**src/rtl/scratch_cmd_pkg.sv**
```systemverilog
// Shared types for the scratchpad command engine.
package scratch_cmd_pkg;
    // Sequencer state
    typedef enum logic [2:0] {
        ST_CMD,
        ST_ADDR,
        ST_WDATA,
        ST_RDATA,
        ST_KEY,
        ST_IDLE
    } seq_state_e;

    // Operation selected by the last command byte
    typedef enum logic [2:0] {
        OP_WR_SP,
        OP_RD_SP,
        OP_RD_MEM,
        OP_WR_REG,
        OP_RD_REG,
        OP_RD_STAT,
        OP_CP_SP,
        OP_CP_REG
    } op_e;
endpackage

```
**src/rtl/sc_bytes.sv**
```systemverilog
// Byte-addressed flip-flop store.
// Supports a single-byte write and a whole-array parallel load.
// Assumes ld and we are never used together to mean different things; ld wins.
module sc_bytes #(
    parameter int         N   = 32,
    parameter int         AW  = 5,
    parameter logic [7:0] RST = 8'h00
) (
    input  logic           clk,
    input  logic           rst_n,
    input  logic           we,
    input  logic [AW-1:0]  waddr,
    input  logic [7:0]     wdata,
    input  logic           ld,
    input  logic [N*8-1:0] ld_data,
    output logic [N*8-1:0] q
);
    for (genvar i = 0; i < N; i++) begin : g_byte
        // Hold one byte: reset, bulk load or addressed write
        always_ff @(posedge clk) begin
            if (!rst_n)
                q[i*8 +: 8] <= RST;
            else if (ld)
                q[i*8 +: 8] <= ld_data[i*8 +: 8];
            else if (we && waddr == AW'(i))
                q[i*8 +: 8] <= wdata;
        end
    end
endmodule

```
**src/rtl/sc_seq.sv**
```systemverilog
// Command sequencer.
// Decodes the command byte and tracks the wrapping address.
// Issues write, read and copy strobes.
// Assumes rx_valid and tx_req never coincide and that DDEPTH >= RDEPTH.
module sc_seq
    import scratch_cmd_pkg::*;
#(
    parameter int         DDEPTH       = 32,
    parameter int         RDEPTH       = 8,
    parameter logic [7:0] CMD_WR_SP    = 8'h0F,
    parameter logic [7:0] CMD_RD_SP    = 8'hAA,
    parameter logic [7:0] CMD_RD_MEM   = 8'hF0,
    parameter logic [7:0] CMD_WR_REG   = 8'h99,
    parameter logic [7:0] CMD_RD_REG   = 8'hC3,
    parameter logic [7:0] CMD_RD_STAT  = 8'h66,
    parameter logic [7:0] CMD_COPY_SP  = 8'h55,
    parameter logic [7:0] CMD_COPY_REG = 8'h5A,
    parameter logic [7:0] COPY_KEY     = 8'hA5,
    localparam int        AW           = $clog2(DDEPTH)
) (
    input  logic          clk,
    input  logic          rst_n,
    input  logic          bus_reset,
    input  logic          rx_valid,
    input  logic [7:0]    rx_byte,
    input  logic          tx_req,
    output seq_state_e    state,
    output op_e           op,
    output logic [AW-1:0] addr,
    output logic          wr_dsp,
    output logic          wr_rsp,
    output logic          rd_fire,
    output logic          cp_sp,
    output logic          cp_reg
);
    localparam logic [AW-1:0] DMASK = AW'(DDEPTH - 1);
    localparam logic [AW-1:0] RMASK = AW'(RDEPTH - 1);

    logic          is_reg;
    logic [AW-1:0] mask;
    logic          key_ok;

    // Address mask for the store the current operation targets
    always_comb begin
        is_reg = (op == OP_WR_REG) || (op == OP_RD_REG);
        mask   = is_reg ? RMASK : DMASK;
        key_ok = rx_valid && (rx_byte == COPY_KEY) && (state == ST_KEY);
    end

    // Strobes issued towards the stores and the read path
    always_comb begin
        wr_dsp  = !bus_reset && rx_valid && (state == ST_WDATA) && (op == OP_WR_SP);
        wr_rsp  = !bus_reset && rx_valid && (state == ST_WDATA) && (op == OP_WR_REG);
        rd_fire = !bus_reset && tx_req && (state == ST_RDATA);
        cp_sp   = !bus_reset && key_ok && (op == OP_CP_SP);
        cp_reg  = !bus_reset && key_ok && (op == OP_CP_REG);
    end

    // State, operation and address register
    always_ff @(posedge clk) begin
        if (!rst_n) begin
            state <= ST_CMD;
            op    <= OP_RD_STAT;
            addr  <= '0;
        end else if (bus_reset) begin
            state <= ST_CMD;
        end else begin
            case (state)
                ST_CMD: if (rx_valid) begin
                    addr <= '0;
                    case (rx_byte)
                        CMD_WR_SP:    begin op <= OP_WR_SP;   state <= ST_ADDR;  end
                        CMD_RD_SP:    begin op <= OP_RD_SP;   state <= ST_ADDR;  end
                        CMD_RD_MEM:   begin op <= OP_RD_MEM;  state <= ST_ADDR;  end
                        CMD_WR_REG:   begin op <= OP_WR_REG;  state <= ST_ADDR;  end
                        CMD_RD_REG:   begin op <= OP_RD_REG;  state <= ST_ADDR;  end
                        CMD_RD_STAT:  begin op <= OP_RD_STAT; state <= ST_RDATA; end
                        CMD_COPY_SP:  begin op <= OP_CP_SP;   state <= ST_KEY;   end
                        CMD_COPY_REG: begin op <= OP_CP_REG;  state <= ST_KEY;   end
                        default:      state <= ST_IDLE;
                    endcase
                end
                ST_ADDR: if (rx_valid) begin
                    addr  <= rx_byte[AW-1:0] & mask;
                    state <= (op == OP_WR_SP || op == OP_WR_REG) ? ST_WDATA : ST_RDATA;
                end
                ST_WDATA: if (rx_valid) addr <= (addr + 1'b1) & mask;
                ST_RDATA: if (tx_req)   addr <= (addr + 1'b1) & mask;
                ST_KEY:   if (rx_valid) state <= ST_IDLE;
                default:  state <= state;
            endcase
        end
    end
endmodule

```
**src/rtl/scratch_cmd_engine.sv**
```systemverilog
// Memory-function engine of a single-page serial EEPROM slave.
// Owns the four stores and the status byte, and returns read bytes
// one cycle after each request.
// Assumes byte framing and the ROM layer are handled upstream.
module scratch_cmd_engine #(
    parameter int         DDEPTH       = 32,
    parameter int         RDEPTH       = 8,
    parameter logic [7:0] CMD_WR_SP    = 8'h0F,
    parameter logic [7:0] CMD_RD_SP    = 8'hAA,
    parameter logic [7:0] CMD_RD_MEM   = 8'hF0,
    parameter logic [7:0] CMD_WR_REG   = 8'h99,
    parameter logic [7:0] CMD_RD_REG   = 8'hC3,
    parameter logic [7:0] CMD_RD_STAT  = 8'h66,
    parameter logic [7:0] CMD_COPY_SP  = 8'h55,
    parameter logic [7:0] CMD_COPY_REG = 8'h5A,
    parameter logic [7:0] COPY_KEY     = 8'hA5
) (
    input  logic       clk,
    input  logic       rst_n,
    input  logic       bus_reset,
    input  logic       rx_valid,
    input  logic [7:0] rx_byte,
    input  logic       tx_req,
    output logic       tx_valid,
    output logic [7:0] tx_byte
);
    import scratch_cmd_pkg::*;

    localparam int DAW = $clog2(DDEPTH);
    localparam int RAW = $clog2(RDEPTH);

    seq_state_e        state;
    op_e               op;
    logic [DAW-1:0]    addr;
    logic              wr_dsp, wr_rsp, rd_fire, cp_sp, cp_reg;
    logic [DDEPTH*8-1:0] dsp_q, mem_q;
    logic [RDEPTH*8-1:0] rsp_q, app_q;
    logic [7:0]        status_q;
    logic              locked;
    logic              app_ld;
    logic [7:0]        rd_byte;

    sc_seq #(
        .DDEPTH(DDEPTH), .RDEPTH(RDEPTH),
        .CMD_WR_SP(CMD_WR_SP), .CMD_RD_SP(CMD_RD_SP), .CMD_RD_MEM(CMD_RD_MEM),
        .CMD_WR_REG(CMD_WR_REG), .CMD_RD_REG(CMD_RD_REG), .CMD_RD_STAT(CMD_RD_STAT),
        .CMD_COPY_SP(CMD_COPY_SP), .CMD_COPY_REG(CMD_COPY_REG), .COPY_KEY(COPY_KEY)
    ) u_seq (
        .clk(clk), .rst_n(rst_n), .bus_reset(bus_reset),
        .rx_valid(rx_valid), .rx_byte(rx_byte), .tx_req(tx_req),
        .state(state), .op(op), .addr(addr),
        .wr_dsp(wr_dsp), .wr_rsp(wr_rsp), .rd_fire(rd_fire),
        .cp_sp(cp_sp), .cp_reg(cp_reg)
    );

    sc_bytes #(.N(DDEPTH), .AW(DAW)) u_dsp (
        .clk(clk), .rst_n(rst_n), .we(wr_dsp), .waddr(addr), .wdata(rx_byte),
        .ld(1'b0), .ld_data('0), .q(dsp_q)
    );

    sc_bytes #(.N(DDEPTH), .AW(DAW)) u_mem (
        .clk(clk), .rst_n(rst_n), .we(1'b0), .waddr('0), .wdata(8'h00),
        .ld(cp_sp), .ld_data(dsp_q), .q(mem_q)
    );

    sc_bytes #(.N(RDEPTH), .AW(RAW)) u_rsp (
        .clk(clk), .rst_n(rst_n), .we(wr_rsp), .waddr(addr[RAW-1:0]), .wdata(rx_byte),
        .ld(1'b0), .ld_data('0), .q(rsp_q)
    );

    sc_bytes #(.N(RDEPTH), .AW(RAW)) u_app (
        .clk(clk), .rst_n(rst_n), .we(1'b0), .waddr('0), .wdata(8'h00),
        .ld(app_ld), .ld_data(rsp_q), .q(app_q)
    );

    // The register copy is accepted only while unprogrammed
    always_comb begin
        locked = (status_q[1:0] == 2'b00);
        app_ld = cp_reg && !locked;
    end

    // Status byte: the two low bits clear on the first accepted copy
    always_ff @(posedge clk) begin
        if (!rst_n)
            status_q <= 8'hFF;
        else if (app_ld)
            status_q <= status_q & 8'hFC;
    end

    // Read-data select by operation
    always_comb begin
        case (op)
            OP_RD_SP:   rd_byte = dsp_q[addr*8 +: 8];
            OP_RD_MEM:  rd_byte = mem_q[addr*8 +: 8];
            OP_RD_REG:  rd_byte = app_q[addr[RAW-1:0]*8 +: 8];
            default:    rd_byte = status_q;
        endcase
    end

    // Registered read return, one cycle after the request
    always_ff @(posedge clk) begin
        if (!rst_n) begin
            tx_valid <= 1'b0;
            tx_byte  <= 8'h00;
        end else begin
            tx_valid <= rd_fire;
            if (rd_fire) tx_byte <= rd_byte;
        end
    end
endmodule

```
**config.mk**
```make
export PLATFORM = sky130hd
export DESIGN_NAME = scratch_cmd_engine
export DESIGN_NICKNAME = d
export VERILOG_FILES = /design/src/rtl/scratch_cmd_pkg.sv /design/src/rtl/sc_bytes.sv /design/src/rtl/sc_seq.sv /design/src/rtl/scratch_cmd_engine.sv
export SDC_FILE = /design/constraint.sdc
export NUM_CORES = 2
export LEC_CHECK = 0
export CAP_MARGIN = 20
export CORE_UTILIZATION = 35
export CTS_BUF_LIST = sky130_fd_sc_hd__clkbuf_2
export CTS_CLUSTER_DIAMETER = 60
export CTS_CLUSTER_SIZE = 28
export DETAILED_ROUTE_END_ITERATION = 10
export GPL_TIMING_DRIVEN = 1
export PLACE_DENSITY_LB_ADDON = 0.08
export SETUP_SLACK_MARGIN = 0.15
export SYNTH_ARGS = -nofsm -noshare
export SYNTH_HDL_FRONTEND = slang
export SYNTH_SLANG_ARGS = --single-unit
```
**constraint.sdc**
```tcl
create_clock -name clk -period 5.15 [get_ports clk]
set_input_delay 0.7725 -clock clk [delete_from_list [all_inputs] [get_ports clk]]
set_output_delay 0.7725 -clock clk [all_outputs]
set_load 0.02 [all_outputs]
```
==> out/qor.txt <==
Synth Instances -> 3,484
Synth Area in Adders -> 0.336%
Buf/Inv on CP -> 1
clk_lat worst skew -> 1.25 ns
startpoint types -> flop
IO Port Bufs -> 21
critical path class -> reg -> reg
EDFF count, synth -> 0
1st-iter DRT viols -> 1,875
Synth Cell Area -> 29,800 sq um
CTS Sinks -> 661
Core Footprint -> 84,000 sq um
required time worst endpoint -> 6.25 ns
clock slew at reported path FFs -> 0.31 ns
post-cts gate resize count -> 0
vias in the first global route -> 23.6k
post-synthesis mux area share -> 9.23%
most common cell after layout, fill and taps aside -> nand2_1
post-synthesis simple-gate area fraction -> 22.0%
hold_buf cts -> 1
Max-Cap Viols -> 0
synthesized area per cell -> 8.55 sq um
Final Max Tran Viols -> 0
Row Count -> 106
final wirelength -> 99,100 um
Hold Vio Cnt, Final -> 0
Die Span Y -> 294 um
sequential-to-total area share from yosys stat -> 44.4%
RSZ-0062 raised after global routing -> no
gr usage total -> 22.9%
Synth Area in Compound Gates -> 19.7%
first-pass GRT wire length -> 151,000 um
final setup TNS -> 0 ns
outcome -> finished, final reports clean
vias per cell -> 5.36
Crit. End Element -> flop
most frequent cells in the layout -> nand2_1 (1,158), dfxtp_1 (659), a21boi_0 (573), nand3_1 (218), mux4_2 (98)
Crit-path slowest cell -> or3b_4
Min Hold Slack -> 0.210 ns
Layout Nets -> 3,369
Detail Placement HPWL -> 58,800 um
yosys warns -> 0
worst path cell trace -> or3b_4, buf_12, mux4_1, o22ai_1, nor3_1, nand3_1, o311ai_1
Clock Path Buffers -> 3
CTS tree -> done
Period minus WS final -> 3.42 ns
P_leak -> 9.85 nW
CTS root buf -> clkbuf_2
Worst VDD drop -> 152 uV
IO Count -> 22
#FFs+latches synth -> 661
CTS buffer count -> 69
die area -> 86,300 sq um
Post-synth top flop -> dfxtp_1
min-delay worst type -> in -> reg
largest area contributor in the netlist -> dfxtp_1
Antenna Nets Post-Route -> 0
Critical Path AT -> 4.52 ns
synth top area cells -> dfxtp_1 (44%), nand2_1 (15%), a21boi_0 (14%)
Synth cell types -> 64
DR vias -> 24.4k
placer congestion estimate -> 0.816
crit share post-route -> 66.4%
slew margin rel. -> 14.8%
clock skew -> 0.113 ns
WL per Instance -> 21.8 um
area growth from synthesis to layout -> 6.77%
Syn Nets -> 3,505
antenna violations before repair -> 3
Final Setup Violations -> 0
main combinational cell family by area after synthesis -> simple AND/OR/NAND/NOR gates
worst-margin pin slew -> 1.28 ns
initial core utilization -> 35.5%
async set-reset flop share out of synthesis -> 0%
post-CTS setup buffers -> 0
drt pass-1 iters -> 5
area share of the largest cell type after synthesis -> 44.4%
share of layout cells above drive strength 1 -> 9.69%
CP max stage delay -> 0.73 ns
htree depth -> 3
DRC violations left -> 0
critical-path maximum fanout -> 47
largest net degree at the start of global routing -> 283
pwr dens -> 268 nW/um^2
fmax -> 293 MHz
die width -> 294 um
XOR/XNOR share of the synthesized area -> 0.0588%
grt ovf -> 0
kind of cell adding the most delay to the critical path -> simple AND/OR/NAND/NOR gates
[cell families after synthesis]
family / Yosys count
flip-flops: 661
AND/OR/NAND/NOR: 1577
adder cells (fa/ha/maj): 8
multiplexers: 137
buffers and inverters: 300
AO/OA/AOI/OAI: 799
XOR/XNOR: 2
[layout make-up]
class	instances	area (sq um)
well taps	1134	1420
clock buffers	79	395
clock inverters	49	591
multi-input cells	2523	15400
repair buffers	85	758
diodes	3	7.51
fillers	8548	52200
flip-flops and latches	661	13200
inverters	8	30.0
[final timing paths]
check | startpoint | end | slack, ns | cells after the start
worst max-delay path | u_seq.op[2] | tx_byte[2] | 1.73 | 7
worst min-delay path | rx_byte[4] | u_rsp.q[20] | 0.21 | 4
worst max register to register | u_seq.op[2] | tx_byte[2] | 1.73 | 7
worst min register to register | u_rsp.q[49] | u_app.q[49] | 0.38 | 2
[Yosys cell counts, types with 3 or more instances]
cell type,count
nand2_1,1159
dfxtp_1,661
a21boi_0,573
clkbuf_1,226
nand3_1,218
mux4_2,98
nor2_1,79
buf_2,47
a21boi_1,43
a21oi_1,39
a22oi_1,38
nor2b_1,37
mux2i_1,27
o21ai_0,25
and3_1,18
o221ai_1,18
a31oi_1,15
nor3_1,12
o22ai_1,12
a221oi_1,9
mux4_1,9
buf_1,8
ha_1,8
inv_1,8
nand2b_1,8
or2_2,8
buf_4,7
nor3b_1,7
and2_1,6
o311ai_1,6
a311oi_1,5
nor4_1,4
nor4bb_1,4
nand4_1,3
o211ai_1,3
[sequential cells by signal (all words and copies together) (netlist names)]
| signal | cells |
|---|---|
| u_mem.q | 256 |
| u_seq.addr | 5 |
| status_q | 1 |
| tx_byte | 8 |
| u_app.q | 64 |
| u_rsp.q | 64 |
| tx_valid | 1 |
| u_seq.op | 3 |
| u_seq.state | 3 |
| u_dsp.q | 256 |
[metal layers]
layer / GRT usage, % / wire length, um / vias to the layer above
met5: 0 / 19 / -
li1: - / - / 11700
met4: 8.24 / 2890 / 2
met3: 2.85 / 4880 / 136
met2: 36.0 / 45200 / 628
met1: 32.2 / 46100 / 11900
[worst min-delay path, stage by stage]
cell,delay [ns]
buf_2,0.10
buf_4,0.35
nand3_1,0.16
a21boi_0,0.07
[metrics by stage]
stage          instance area [sq um]  utilization (%)  setup slack, ns  instances  total power [mW]
2_1_floorplan                  29800                -             2.59       3484              5.42
3_3_place_gp                   30800             36.7             1.32       4409              5.54
3_5_place_dp                   30800             36.7             1.28       4409              5.54
4_1_cts                        31800             37.8             1.65       4538              8.64
5_1_grt                        31800             37.9             1.52       4541              8.86
6_report                       31800             37.9             1.73       4542              8.51
[power by group]
part           internal, mW  switching (mW)
clock                 0.953            2.11
combinational         0.102           0.205
sequential             5.14         0.00590
(Power assumes the default switching activity.)
